File: src/rtl/blit_pkg.sv
package blit_pkg;
  localparam logic [7:0] OP_FILL    = 8'h08;
  localparam logic [7:0] OP_VSCROLL = 8'h0b;
  localparam logic [7:0] ROP_NEW    = 8'h83;
  localparam logic [7:0] ROP_OLD    = 8'h85;
  localparam logic [7:0] ROP_XOR    = 8'h86;

  typedef enum logic [3:0] {
    SEL_OPCODE = 4'd0,
    SEL_ROP    = 4'd1,
    SEL_COLOR  = 4'd2,
    SEL_SRC_Y  = 4'd3,
    SEL_SRC_X  = 4'd4,
    SEL_DST_Y  = 4'd5,
    SEL_DST_X  = 4'd6,
    SEL_HEIGHT = 4'd7,
    SEL_WIDTH  = 4'd8
  } reg_sel_e;

  typedef enum logic [1:0] {
    ST_IDLE,
    ST_PUT,
    ST_GET,
    ST_MIX
  } blit_st_e;
endpackage

File: src/rtl/blit_regs.sv
module blit_regs
  import blit_pkg::*;
#(
  parameter int XW = 11,
  parameter int YW = 11,
  parameter int DW = 32
) (
  input  logic          clk_i,
  input  logic          rst_ni,
  input  logic          we_i,
  input  logic [3:0]    addr_i,
  input  logic [DW-1:0] wdata_i,
  input  logic          busy_i,
  output logic [7:0]    op_o,
  output logic [7:0]    rop_o,
  output logic [DW-1:0] fg_o,
  output logic [YW-1:0] sy_o,
  output logic [XW-1:0] sx_o,
  output logic [YW-1:0] dy_o,
  output logic [XW-1:0] dx_o,
  output logic [YW:0]   h_o,
  output logic          start_o
);
  logic acc;
  assign acc     = we_i && !busy_i;
  assign start_o = acc && (addr_i == SEL_WIDTH);

  always_ff @(posedge clk_i or negedge rst_ni) begin
    if (!rst_ni) begin
      op_o  <= '0;
      rop_o <= ROP_NEW;
      fg_o  <= '0;
      sy_o  <= '0;
      sx_o  <= '0;
      dy_o  <= '0;
      dx_o  <= '0;
      h_o   <= '0;
    end else if (acc) begin
      case (addr_i)
        SEL_OPCODE: op_o  <= wdata_i[7:0];
        SEL_ROP:    rop_o <= wdata_i[7:0];
        SEL_COLOR:  fg_o  <= wdata_i;
        SEL_SRC_Y:  sy_o  <= wdata_i[YW-1:0];
        SEL_SRC_X:  sx_o  <= wdata_i[XW-1:0];
        SEL_DST_Y:  dy_o  <= wdata_i[YW-1:0];
        SEL_DST_X:  dx_o  <= wdata_i[XW-1:0];
        SEL_HEIGHT: h_o   <= wdata_i[YW:0];
        default: ;
      endcase
    end
  end

  // host writes during a job leave the programmed state untouched
  assert_busy_write_ignored_R10: assert property (@(posedge clk_i) disable iff (!rst_ni)
    (we_i && busy_i) |=> ($stable(fg_o) && $stable(op_o) && $stable(h_o) && $stable(sy_o)));
endmodule

File: src/rtl/blit_walk.sv
module blit_walk #(
  parameter int XW = 11,
  parameter int YW = 11
) (
  input  logic          clk_i,
  input  logic          rst_ni,
  input  logic          load_i,
  input  logic [XW-1:0] cmax_i,
  input  logic [YW-1:0] rmax_i,
  input  logic          step_i,
  output logic [XW-1:0] col_o,
  output logic [YW-1:0] row_o,
  output logic          last_o
);
  logic [XW-1:0] cmax_q;
  logic [YW-1:0] rmax_q;
  logic          row_end;

  assign row_end = (col_o == cmax_q);
  assign last_o  = row_end && (row_o == rmax_q);

  always_ff @(posedge clk_i or negedge rst_ni) begin
    if (!rst_ni) begin
      cmax_q <= '0;
      rmax_q <= '0;
      col_o  <= '0;
      row_o  <= '0;
    end else if (load_i) begin
      cmax_q <= cmax_i;
      rmax_q <= rmax_i;
      col_o  <= '0;
      row_o  <= '0;
    end else if (step_i) begin
      if (row_end) begin
        col_o <= '0;
        row_o <= row_o + YW'(1);
      end else begin
        col_o <= col_o + XW'(1);
      end
    end
  end

  // every job starts at the first column of the first row
  assert_walk_origin_R3: assert property (@(posedge clk_i) disable iff (!rst_ni)
    load_i |=> (col_o == '0 && row_o == '0));
  // row-major wrap at the end of a row
  assert_walk_wrap_R3: assert property (@(posedge clk_i) disable iff (!rst_ni)
    (step_i && !load_i && row_end && !last_o) |=> (col_o == '0));
endmodule

File: src/rtl/blit_engine.sv
module blit_engine
  import blit_pkg::*;
#(
  parameter int XW = 11,
  parameter int YW = 11,
  parameter int DW = 32,
  localparam int AW = XW + YW
) (
  input  logic          clk_i,
  input  logic          rst_ni,
  input  logic          reg_we_i,
  input  logic [3:0]    reg_addr_i,
  input  logic [DW-1:0] reg_wdata_i,
  output logic          busy_o,
  output logic          mem_req_o,
  output logic          mem_we_o,
  output logic [AW-1:0] mem_addr_o,
  output logic [DW-1:0] mem_wdata_o,
  input  logic [DW-1:0] mem_rdata_i
);
  logic [7:0]    op, rop;
  logic [DW-1:0] fg;
  logic [YW-1:0] sy, dy;
  logic [XW-1:0] sx, dx;
  logic [YW:0]   h;
  logic          start;

  blit_regs #(.XW(XW), .YW(YW), .DW(DW)) u_regs (
    .clk_i, .rst_ni,
    .we_i(reg_we_i), .addr_i(reg_addr_i), .wdata_i(reg_wdata_i),
    .busy_i(busy_o),
    .op_o(op), .rop_o(rop), .fg_o(fg),
    .sy_o(sy), .sx_o(sx), .dy_o(dy), .dx_o(dx), .h_o(h),
    .start_o(start)
  );

  blit_st_e      st_q;
  logic          scroll_q, xor_q, rev_q;
  logic [XW:0]   new_w;
  logic          size_zero, is_fill, is_scroll, go, step, last;
  logic [XW-1:0] col;
  logic [YW-1:0] row, hm1, row_eff, src_y, dst_y;
  logic [XW-1:0] pix_x;

  assign new_w     = reg_wdata_i[XW:0];
  assign size_zero = (new_w == '0) || (h == '0);
  assign is_fill   = (op == OP_FILL);
  assign is_scroll = (op == OP_VSCROLL) && (sx == dx) && (sy != dy);
  assign go        = start && !size_zero && ((is_fill && rop != ROP_OLD) || is_scroll);
  assign hm1       = h[YW-1:0] - YW'(1);
  assign step      = (st_q == ST_PUT) || (st_q == ST_MIX);

  blit_walk #(.XW(XW), .YW(YW)) u_walk (
    .clk_i, .rst_ni,
    .load_i(go),
    .cmax_i(new_w[XW-1:0] - XW'(1)),
    .rmax_i(hm1),
    .step_i(step),
    .col_o(col), .row_o(row), .last_o(last)
  );

  always_ff @(posedge clk_i or negedge rst_ni) begin
    if (!rst_ni) begin
      st_q     <= ST_IDLE;
      scroll_q <= 1'b0;
      xor_q    <= 1'b0;
      rev_q    <= 1'b0;
    end else begin
      case (st_q)
        ST_IDLE: if (go) begin
          scroll_q <= is_scroll;
          xor_q    <= is_fill && (rop == ROP_XOR);
          rev_q    <= is_scroll && (dy > sy);  // destination below: walk rows upward
          st_q     <= (is_scroll || rop == ROP_XOR) ? ST_GET : ST_PUT;
        end
        ST_PUT:  if (last) st_q <= ST_IDLE;
        ST_GET:  st_q <= ST_MIX;
        ST_MIX:  st_q <= last ? ST_IDLE : ST_GET;
        default: st_q <= ST_IDLE;
      endcase
    end
  end

  assign row_eff = rev_q ? (hm1 - row) : row;
  assign src_y   = sy + row_eff;
  assign dst_y   = scroll_q ? (dy + row_eff) : src_y;
  assign pix_x   = sx + col;

  assign busy_o      = (st_q != ST_IDLE);
  assign mem_req_o   = busy_o;
  assign mem_we_o    = step;
  assign mem_addr_o  = (st_q == ST_GET) ? {src_y, pix_x} : {dst_y, pix_x};
  assign mem_wdata_o = scroll_q ? mem_rdata_i : (xor_q ? (fg ^ mem_rdata_i) : fg);

  // a read is always followed by its write in the next cycle
  assert_read_then_write_R4: assert property (@(posedge clk_i) disable iff (!rst_ni)
    (mem_req_o && !mem_we_o) |=> (mem_req_o && mem_we_o));
  // busy drops only right after a pixel write
  assert_busy_ends_on_write_R11: assert property (@(posedge clk_i) disable iff (!rst_ni)
    $fell(busy_o) |-> $past(mem_req_o && mem_we_o));
  // empty rectangle never raises busy
  assert_zero_size_idle_R9: assert property (@(posedge clk_i) disable iff (!rst_ni)
    (start && size_zero) |=> !busy_o);
  // scroll with mismatched X is dropped
  assert_scroll_x_reject_R8: assert property (@(posedge clk_i) disable iff (!rst_ni)
    (start && op == OP_VSCROLL && sx != dx) |=> !busy_o);
endmodule

File: config.mk
export PLATFORM = sky130hd
export DESIGN_NAME = blit_engine
export DESIGN_NICKNAME = d
export VERILOG_FILES = /design/src/rtl/blit_pkg.sv /design/src/rtl/blit_regs.sv /design/src/rtl/blit_walk.sv /design/src/rtl/blit_engine.sv
export SDC_FILE = /design/constraint.sdc
export NUM_CORES = 1
export LEC_CHECK = 0
export BUFFER_PORTS_ARGS = -buffer_cell sky130_fd_sc_hd__buf_2
export CORE_ASPECT_RATIO = 0.9
export CORE_MARGIN = 1.5
export CORE_UTILIZATION = 59
export CTS_BUF_LIST = sky130_fd_sc_hd__clkbuf_8 sky130_fd_sc_hd__clkbuf_16
export CTS_CLUSTER_DIAMETER = 60
export DETAILED_ROUTE_END_ITERATION = 7
export PLACE_DENSITY = 0.82
export SETUP_SLACK_MARGIN = 0.05
export SLEW_MARGIN = 20
export SYNTH_ARGS = -nofsm -noshare
export SYNTH_HDL_FRONTEND = slang
export SYNTH_SLANG_ARGS = --single-unit
export TNS_END_PERCENT = 5
File: constraint.sdc
create_clock -name clk_i -period 5.3 [get_ports clk_i]
set_clock_uncertainty 0.15 [all_clocks]
set_input_delay 1.06 -clock clk_i [delete_from_list [all_inputs] [get_ports clk_i]]
set_output_delay 1.06 -clock clk_i [all_outputs]
set_load 0.005 [all_outputs]
# After elaboration in Yosys (flattened, before gate mapping)
# Index checks and enable logic that the tools add are counted.
dict set report totals {
  register_bits 153
  word_cells 97
  input_bits 71
}
dict set report classes {
  bitwise_logic 1
  order_cmp 1
  n_addsub 8
  muxes 16
  eq_ne 21
  n_reduce_logical 34
}
# cell n
set op_table {}
lappend op_table {{$mux W11} 8}
lappend op_table {{$mux W32} 2}
lappend op_table {{$add A11 B11 Y11} 3}
lappend op_table {{$eq A11 B11 Y1} 3}
lappend op_table {{$xor A32 B32 Y32} 1}
lappend op_table {{$logic_not A12 Y1} 2}
lappend op_table {{$add A11 B1 Y11 const B} 2}
lappend op_table {{$mux W22} 1}
lappend op_table {{$reduce_and A2 Y1} 11}
lappend op_table {{$sub A11 B1 Y11 const B} 2}
lappend op_table {{$eq A4 B3 Y1 const B} 4}
lappend op_table {{$eq A8 B4 Y1 const B} 2}
lappend op_table {{$gt A11 B11 Y1} 1}
lappend op_table {{$ne A11 B11 Y1} 1}
lappend op_table {{$sub A11 B11 Y11} 1}
lappend op_table {{$logic_and A1 B1 Y1} 10}
lappend op_table {{$eq A4 B2 Y1 const B} 2}
lappend op_table {{$eq A8 B8 Y1 const B} 1}
lappend op_table {{$mux W2} 4}
lappend op_table {{$ne A8 B8 Y1 const B} 1}
lappend op_table {{$pmux W2 S4} 1}
lappend op_table {{$reduce_bool A2 Y1} 3}
lappend op_table {{$eq A2 B2 Y1 const B} 2}
lappend op_table {{$eq A4 B1 Y1 const B} 1}
lappend op_table {{7 further kinds} 12}

# Depth between registers and ports, before layout
# Gate-level depths: netlist of run 1.
dict set report depth {
  ltp_word 8
  depth_mapped 19
  ltp_nobuf 19
}

# Modules after synthesis
# A second synthesis of run 1 with hierarchy kept.
dict set report unflattened {
  hier_cells 1001
  hier_area_um2 10318.6
}
# module n_inst seq_area_each_um2 cells_per_inst area_per_inst_um2
set modules_own_cells {}
lappend modules_own_cells {blit_regs 1 2606.2 230 3970.1}
lappend modules_own_cells {blit_engine 1 125.1 546 3861.2}
lappend modules_own_cells {blit_walk 1 1101.1 225 2487.4}

# Worst setup path before layout of run 1
# OpenSTA, ideal clock, no wires.
dict set report synth_timing {
  path_type {reg-to-output}
  startpoint {reg u_regs.h_o[0]}
  endpoint {out mem_addr_o[21]}
  stages_incl_launch_ff 18
  n_path_buf 0
  path_slack_ns 0.415
  required_ns 4.090
  t_arrival_ns 3.675
  path_cell_list {dfrtp_1 inv_1 ha_1 xor2_1 ha_1 nor2b_1 o21a_1 or3_1 nand3_1 o21ai_0 ha_1 and2_1 a311o_1 o41ai_1 o21ai_0 xor2_1 mux2i_1 xnor2_1}
}
dict set report synth_between {
  elab_chain_cells 6
  elab_cells_between_ends 7
  cone_classes {add/sub (4); mux (3)}
}
# item line_no
set synth_lines {}
lappend synth_lines {{start, declared} blit_regs.sv:21} ;# output logic [YW:0] h_o,
lappend synth_lines {{start signal, assigned} blit_regs.sv:47} ;# SEL_HEIGHT: h_o <= wdata_i[YW:0];
lappend synth_lines {{$sub A11 B1 Y11 (*)} blit_engine.sv:50} ;# assign hm1 = h[YW-1:0] - YW'(1);
lappend synth_lines {{net hm1[0]} blit_engine.sv:42} ;# logic [YW-1:0] row, hm1, row_eff, src_y, dst_y;
lappend synth_lines {{$sub A11 B11 Y11 (*)} blit_engine.sv:84} ;# assign row_eff = rev_q ? (hm1 - row) : row;
lappend synth_lines {{$mux W11 (*)} blit_engine.sv:84}
lappend synth_lines {{$add A11 B11 Y11, on equally long branches} {blit_engine.sv:85, blit_engine.sv:86}}
lappend synth_lines {{$mux W11} blit_engine.sv:86} ;# assign dst_y = scroll_q ? (dy + row_eff) : src_y;
lappend synth_lines {{$mux W22 (*)} blit_engine.sv:92} ;# assign mem_addr_o = (st_q == ST_GET) ? {src_y, pix_x} : {dst_y, pix_x};
lappend synth_lines {{end, declared} blit_engine.sv:17} ;# output logic [AW-1:0] mem_addr_o,
# Mark *: on every way through the listed nets, which the timed path passes. The rest lies on a longest branch.

# Worst setup path after layout of run 1
dict set report layout_timing {
  startpoint {reg u_regs.h_o[1]}
  endpoint {out mem_addr_o[21]}
}
# Same word-level chain as after synthesis.

==> impl_summary.txt, run 1 <==
----------------------------------------------------
[Detailed routing]
  Iteration-0 DRC count of the detailed router ... 732
  Via total after detailed routing ... approximately 8400
  Wire length reported by the detailed router ... 26300 µm
  Antenna Nets Post-Route ... 0
  Pre-antenna DRT Iters ... 8
  # DRC ... 0
  Avg WL per Cell ... 19.4 µm
  Vias per Instance ... roughly 6.1

[Layout]
  Post-layout net count ... around 1300
  Post-Layout Cell Count ... between 1000 and 1500
  Proportion of layout cells with a drive suffix above 1 ... a little under a third
  Util after Layout ... between 70% and 80%
  Area delta synth->final ... 19.4%

[CTS]
  Total clock sinks ... 153
  # H-tree levels ... 4
  Inserted Clock Buffers ... 17
  Clock transition at path regs ... about 0.06 ns
  Root buffer selected by CTS ... sky130_fd_sc_hd__clkbuf_16
  CTS tree ... yes
  Clock latency of the later-clocked register in the worst-skew pair ... 0.43 ns
  Clock Path Buffers ... 2

[Pwr]
  Switching power as a share of total power ... ~37%
  Gate power share ... between 40% and 50%
  Fraction of power consumed by sequential logic ... 34.0%
  PD cells ... between 400 and 500 nW/µm²
  Int Power ... between 3 and 4 mW
  Part of the power in the clock network ... a little under a quarter
  Switch Pwr ... ~1.8 mW
  Max IR drop VDD ... between 0.3 and 0.4 mV
  Leakage power of the design ... ~5.4 nW

[Floorplan]
  Area enclosed by the die boundary ... about 17000 µm²
  Number of rows in the core area ... between 40 and 50
  CORE AREA ... 16100 µm²
  Die span in y ... between 100 and 150 µm
  IO Count ... 128
  Initial Util ... 60.3%
  Chip width ... approximately 140 µm

[Synthesis]
  Avg Inst Size Synth ... 9.76 µm²
  Synth area leaders ... sky130_fd_sc_hd__dfrtp_1 (39%), sky130_fd_sc_hd__mux2_2 (11%), sky130_fd_sc_hd__ha_1 (7.3%), sky130_fd_sc_hd__xnor2_1 (5.0%), sky130_fd_sc_hd__nand2_1 (4.6%)
  Post-synthesis cell area ... 9720 µm²
  Number of nets produced by synthesis ... between 1000 and 1500
  Synthesis Warnings ... 0
  Cell taking the most area after synthesis ... sky130_fd_sc_hd__dfrtp_1
  Flip-flop cell with the highest count after synthesis ... sky130_fd_sc_hd__dfrtp_1
  Number of instances in the synthesized netlist ... 996
  Most frequent cell after synthesis ... sky130_fd_sc_hd__dfrtp_1
  Post-synthesis cell type count ... 65
  Post-synth EDFFs ... 0
  Share of the synthesized area in the top cell type ... 38.6%
  Cell types with the highest counts after synthesis ... sky130_fd_sc_hd__dfrtp_1 (150), sky130_fd_sc_hd__nand2_1 (119), sky130_fd_sc_hd__mux2_2 (98)
  Part of the Yosys area used for sequential elements ... 39.4%
  Synthesized flop and latch total ... around 150
  Fraction of registers with async set or reset after synthesis ... 100%

[Status]
  Failing checks ... setup timing
  Run status ... finished, violations left

[Global routing]
  Global-route wire length before repair ... around 41000 µm
  Global routing usage summed across all routing layers ... 29.9%
  Antenna violations before repair ... 1
  Maximum number of pins on one net before global-route repair ... 64
  Via count of the first global-routing pass ... ~8200
  Congestion Overflow GR ... 0

[Worst setup path]
  Cell-by-cell trace of the critical path ... inv_2 -> buf_4 -> nand3_4 -> or3_4 -> nor4_4 -> xor2_2 -> ha_4 -> buf_4 -> a2111o_1 -> o311ai_2 -> buf_4 -> ha_1 -> a21oi_1 -> o21ai_1 -> xor2_1 -> mux2i_1 -> xnor2_1 -> buf_2
  Startpoint class of the critical path ... flop
  Slowest Stage Delay on Critical Path ... about 0.42 ns
  CP bufs+invs ... 5
  Slowest library cell on the worst path ... sky130_fd_sc_hd__or3_4
  Cell seen most often among critical-path stages ... sky130_fd_sc_hd__buf_4
  Arrival @ worst endpoint ... between 4 and 5 ns
  Critical Path End Type ... primary output
  Cell family with most CP delay ... simple AND/OR/NAND/NOR gates
  Peak fanout along the critical path ... 4
  Critical path data required time ... slightly above 4 ns
  Crit Path Class ... flop to primary output

[Run]
  # Max-Cap Violations ... 0

[Placement]
  Count of port buffers added during placement ... ~130
  Post-DP HPWL ... between 15000 and 20000 µm
  Weighted congestion reported at the end of routability-driven placement ... approximately 0.90
  Cell count after placement ... roughly 1300

[Timing]
  Min Tclk post-route ... between 5 and 6 ns
  Unrepaired setup endpoints after global routing ... yes
  Period utilisation layout ... 102%
  Worst Max-Slew Pin Slew ... between 0.9 and 1 ns
  Final setup vio count ... 2
  Hold slack ... 0.350 ns
  Maximum frequency from static timing analysis ... roughly 180 MHz
  Count of final max-slew check failures ... 0
  Final Hold Viols ... 0
  Worst slew margin relative to its limit ... between 30% and 40%
  Setup ws final ... -0.106 ns
  Setup TNS Final ... -0.122 ns

[Hold path]
  Hold Path Class ... flop to flop

----------------------------------------------------
==> path summary, 6_finish.rpt <==
path                       slack [ns]             start  cells past startpoint               end
setup / recovery                -0.11     u_regs.h_o[1]                     18    mem_addr_o[21]
hold / removal                   0.35  u_walk.rmax_q[3]                      2  u_walk.rmax_q[3]
setup reg to reg                 2.02    u_regs.op_o[4]                      8  u_walk.cmax_q[5]
hold reg to reg                  0.35  u_walk.rmax_q[3]                      2  u_walk.rmax_q[3]
max in group asynchronous        3.48            rst_ni                      2     u_regs.h_o[2]
min in group asynchronous        0.46            rst_ni                      1   u_regs.fg_o[29]
==> worst reg2reg max path, delay by kind of cell (launching register included) <==
family / cells / cell delay, ns
simple gates: 5 / 1.29
compound gates: 2 / 0.99
flops: 1 / 0.40
buf+inv: 1 / 0.36
==> stage by stage <==
| step | setup WS [ns] | total power [mW] | cell area (µm²) |
|---|---|---|---|
| 2_1_floorplan | 0.415 | 2.89 | 9720 |
| 3_3_place_gp | 0.141 | 3.41 | 10500 |
| 3_5_place_dp | 0.0145 | 3.49 | 10500 |
| 4_1_cts | -0.00232 | 4.81 | 11300 |
| 5_1_grt | -0.274 | 5.26 | 11600 |
| 6_report | -0.106 | 4.97 | 11600 |
==> state kept, by name, summed over array words and instances (netlist names), 11 cells and up <==
name / count
u_regs.sy_o: 11
u_walk.col_o: 11
u_regs.sx_o: 11
u_regs.fg_o: 32
u_walk.row_o: 11
u_regs.dx_o: 11
u_regs.dy_o: 11
u_regs.h_o: 12
u_walk.cmax_q: 11
u_walk.rmax_q: 11
==> cells in the final DEF (no fill, tap or decap), types with 5 or more instances in the layout <==
cell type and instances:
sky130_fd_sc_hd__o21a_1 6, sky130_fd_sc_hd__nand3b_1 6, sky130_fd_sc_hd__ha_4 6, sky130_fd_sc_hd__nand2_1 119, sky130_fd_sc_hd__o21ai_0 80, sky130_fd_sc_hd__nand4_1 12
sky130_fd_sc_hd__a21o_1 9, sky130_fd_sc_hd__xor2_1 32, sky130_fd_sc_hd__o21ai_2 6, sky130_fd_sc_hd__buf_4 40, sky130_fd_sc_hd__or3_1 8, sky130_fd_sc_hd__mux2_2 98
sky130_fd_sc_hd__nor4_1 9, sky130_fd_sc_hd__nand3_1 18, sky130_fd_sc_hd__clkbuf_16 17, sky130_fd_sc_hd__buf_2 126, sky130_fd_sc_hd__nand2b_1 7, sky130_fd_sc_hd__a32o_1 32
sky130_fd_sc_hd__inv_6 5, sky130_fd_sc_hd__nor2_1 53, sky130_fd_sc_hd__xnor2_1 54, sky130_fd_sc_hd__nor3b_1 7, sky130_fd_sc_hd__and3_1 7, sky130_fd_sc_hd__dfrtp_1 149
sky130_fd_sc_hd__ha_1 49, sky130_fd_sc_hd__a21oi_1 33, sky130_fd_sc_hd__nor3_1 11, sky130_fd_sc_hd__inv_1 45, sky130_fd_sc_hd__or4_1 5
==> power groups by stage <==
stage	sequential, mW	clock, mW	combinational [mW]
CTS	1.67	1.19	1.95
detailed placement	1.69	0	1.80
floorplan	1.59	0	1.30
global placement	1.67	0	1.74
finish	1.69	1.18	2.11
global route	1.72	1.23	2.31
==> kinds of logic after synthesis <==
logic type	Yosys count	share of synthesized area, %
simple gates	289	14.4
buf+inv	91	3.96
compound gates	211	14.3
xor+xnor	90	8.11
flops	153	39.4
mux	101	11.7
fa+ha+maj	61	8.16
==> final cells by class <==
class / instances / area [µm²]
Fill cell: 1124 / 4530
Clock buffer: 19 / 453
Tap cell: 207 / 259
Multi-Input combinational cell: 752 / 5830
Inverter: 46 / 173
Timing Repair Buffer: 167 / 942
Sequential cell: 153 / 3830
Clock inverter: 13 / 116
Antenna cell: 1 / 2.50
==> layer usage <==
layer,GRT usage [%],up-vias,part of all wire (%)
met3,5.69,65,5.8
li1,-,3845,-
met4,11.2,0,2.9
met5,0,-,0
met2,48.6,300,49
met1,39.8,4141,43
==> timing repair <==
item | 4_1_cts | 5_1_grt
hold buffers | 0 | 0
resized for setup | 33 | 30
pin swaps | 15 | 21
buffers inserted | 20 | 9
setup endpoints to repair | 4 | 4
Note: power is estimated with default switching activity, not from simulation.
==> inputs of run 2 (changes only) <==
REMOVE_ABC_BUFFERS = 1   (was unset)
==> run 2 against run 1 <==
Against the previous run:
- die area unchanged
- critical endpoint unchanged
- fmax about the same
- critical path depth did not move
- largest power group unchanged
- the run still ends with setup timing left
==> impl_summary.txt, run 2 (synthesized netlist as in run 1, its figures left out) <==
----------------------------------------------------
[Worst setup path]
  Cell seen most often among critical-path stages ... sky130_fd_sc_hd__xnor2_1
  Cell-by-cell trace of the critical path ... inv_2 -> ha_4 -> nand2_1 -> xnor2_1 -> ha_1 -> a21o_1 -> a21oi_1 -> and3_1 -> nor2_1 -> xnor2_1 -> a21oi_2 -> ha_1 -> nand2_1 -> o41ai_2 -> xnor2_1 -> mux2i_1 -> xnor2_1 -> buf_2
  Startpoint class of the critical path ... flop
  R2R depth ... 9 (+1)
  Peak fanout along the critical path ... 6 (+2)
  Worst R2R Setup Slack ... 2.13 ns (+0.11 ns)
  Slowest library cell on the worst path ... sky130_fd_sc_hd__dfrtp_1
  Slowest Stage Delay on Critical Path ... 0.39 ns (-0.03 ns)
  Critical path data required time ... 4.09 ns (about the same)
  CP bufs+invs ... 2 (-3)
  Cell family with most CP delay ... compound AO/OA/AOI/OAI gates
  Arrival @ worst endpoint ... 4.20 ns (about the same)
  Critical Path End Type ... primary output
  Crit Path Class ... flop to primary output
  Critical Path Stages ... 18 (unchanged)

[Floorplan]
  Area enclosed by the die boundary ... 17300 µm² (unchanged)
  IO Count ... 128 (unchanged)
  Chip width ... 138 µm (unchanged)
  Initial Util ... 60.3% (unchanged)
  Number of rows in the core area ... 44 (unchanged)
  Die span in y ... 125 µm (unchanged)
  CORE AREA ... 16100 µm² (unchanged)

[Placement]
  Weighted congestion reported at the end of routability-driven placement ... 0.964 (+6.8%)
  Placed Area ... 10500 µm² (unchanged)
  Count of port buffers added during placement ... 127 (unchanged)
  Post-DP HPWL ... 17000 µm (-3.2%)

[Timing]
  Worst slew margin relative to its limit ... 29.5% (-5.0 points)
  Period utilisation layout ... 102% (about the same)
  Hold slack ... 0.356 ns (+0.00561 ns)
  Final setup vio count ... 3 (+1)
  Unrepaired setup endpoints after global routing ... yes
  Worst Max-Slew Pin Slew ... 1.05 ns (+0.0747 ns)
  Setup TNS Final ... -0.244 ns (-0.123 ns)
  Final Hold Viols ... 0 (unchanged)
  Maximum frequency from static timing analysis ... 185 MHz (about the same)
  Min Tclk post-route ... 5.41 ns (+0.00444 ns)
  Setup ws final ... -0.110 ns (-0.00444 ns)
  Count of final max-slew check failures ... 0 (unchanged)

[Detailed routing]
  Antenna Nets Post-Route ... 0 (unchanged)
  Pre-antenna DRT Iters ... 5 (-3)
  Iteration-0 DRC count of the detailed router ... 618 (-16%)
  Via total after detailed routing ... 8302 (-0.59%)
  # DRC ... 0 (unchanged)
  Avg WL per Cell ... 19.1 µm (-1.6%)
  Wire length reported by the detailed router ... 25800 µm (-1.9%)
  Vias per Instance ... 6.13 (-0.29%)

[Global routing]
  Global-route wire length before repair ... 40100 µm (-3.1%)
  Global routing usage summed across all routing layers ... 29.1% (-0.78 points)
  Antenna violations before repair ... 2 (+1)
  Maximum number of pins on one net before global-route repair ... 90 (+41%)
  Congestion Overflow GR ... 0 (unchanged)
  Via count of the first global-routing pass ... 8062 (-1.1%)

[Layout]
  Largest register by flop count ... u_regs.fg_o
  Number of flip-flops under the largest register name ... 32 (unchanged)
  Most frequent standard cell in the layout excluding fill and tap cells ... sky130_fd_sc_hd__dfrtp_1
  Filler Cells Inserted ... 1116 (-0.71%)
  Proportion of layout cells with a drive suffix above 1 ... 30.2% (-0.50 points)
  Largest registers ... u_regs.fg_o: 32 flops, u_regs.h_o: 12 flops
  Post-layout net count ... 1265 (-0.32%)
  Total area of sequential cells ... 3830 µm² (unchanged)
  Area delta synth->final ... 18.8%
  Area of the multi-input gates ... 5790 µm² (-0.54%)
  Commonest cells after routing, fill and taps aside ... sky130_fd_sc_hd__dfrtp_1 (149), sky130_fd_sc_hd__buf_2 (126), sky130_fd_sc_hd__nand2_1 (119)
  Final std cell area, no fill ... 11600 µm² (-0.43%)

[Run]
  # Max-Cap Violations ... 0 (unchanged)

[CTS]
  Clock latency of the later-clocked register in the worst-skew pair ... 0.43 ns (about the same)
  Clock Path Buffers ... 2 (unchanged)
  Inserted Clock Buffers ... 17 (unchanged)
  CTS tree ... yes
  # H-tree levels ... 4 (unchanged)
  Total clock sinks ... 153 (unchanged)
  Clock transition at path regs ... 0.06 ns (about the same)
  Root buffer selected by CTS ... sky130_fd_sc_hd__clkbuf_16

[Hold path]
  Hold Path Class ... flop to flop
  Worst Hold Depth ... 2 (unchanged)

[Status]
  Run status ... finished, violations left
  Failing checks ... setup timing

[Pwr]
  PD cells ... 431 nW/µm² (+0.62%)
  Leakage power of the design ... 5.35 nW (-0.27%)
  Max IR drop VDD ... 0.376 mV (-1.1%)

----------------------------------------------------
## run 2: through the flow
step | worst slack [ns] | power, mW | util, % | instances
6_report | -0.110 | 4.98 | 71.6 | 1354
5_1_grt | -0.342 | 5.27 | 71.6 | 1353
4_1_cts | -0.0169 | 4.80 | 69.7 | 1341
3_5_place_dp | 0.0217 | 3.48 | 65.1 | 1296
3_3_place_gp | 0.123 | 3.41 | 65.1 | 1296
2_1_floorplan | 0.396 | 2.88 | - | 951
## run 2: power breakdown
group	internal, mW	switching, mW
Clock	0.728	0.471
Sequential	1.41	0.281
Combinational	1.06	1.04
Total	3.19	1.79
## run 2: final timing paths
kind | from | end
max | u_regs.h_o[1] | mem_addr_o[21]
min in group asynchronous | rst_ni | u_regs.dy_o[10]
max in group asynchronous | rst_ni | u_regs.rop_o[1]
min reg2reg | u_walk.rmax_q[3] | u_walk.rmax_q[3]
max reg2reg | u_regs.sy_o[7] | st_q[0]
min | u_walk.rmax_q[3] | u_walk.rmax_q[3]
## run 2: timing repair
item | CTS | global route
gates resized for setup | 23 | 39
setup buffers | 13 | 12
endpoints found under the setup margin | 4 | 4
pin swaps | 12 | 26
endpoints found under the hold margin | 0 | 0
hold buffers | 0 | 0
## run 2: per-layer routing
layer	GRT usage [%]	wire, µm
met1	36.9	10600
met2	48.6	12800
met3	6.34	1470
met4	11.5	833
met5	0	10
## run 2: worst reg2reg max path: stages, from the launching register on
cell and delay [ns]:
sky130_fd_sc_hd__dfrtp_1 0.47, sky130_fd_sc_hd__inv_1 0.09, sky130_fd_sc_hd__ha_1 0.31, sky130_fd_sc_hd__nand4_1 0.07
sky130_fd_sc_hd__or4_1 0.61, sky130_fd_sc_hd__nand4_1 0.33, sky130_fd_sc_hd__a211o_1 0.38, sky130_fd_sc_hd__buf_4 0.36
sky130_fd_sc_hd__o21ai_2 0.10, sky130_fd_sc_hd__a31o_1 0.21
## run 2: layout make-up
cell class | count | share of cell area (%)
inverters | 46 | 1.49
repair buffers | 163 | 7.93
diodes | 1 | 0.0217
well taps | 207 | 2.24
clock buffers | 17 | 3.68
clock inverters | 15 | 1.31
flip-flops and latches | 153 | 33.2
multi-input cells | 752 | 50.1
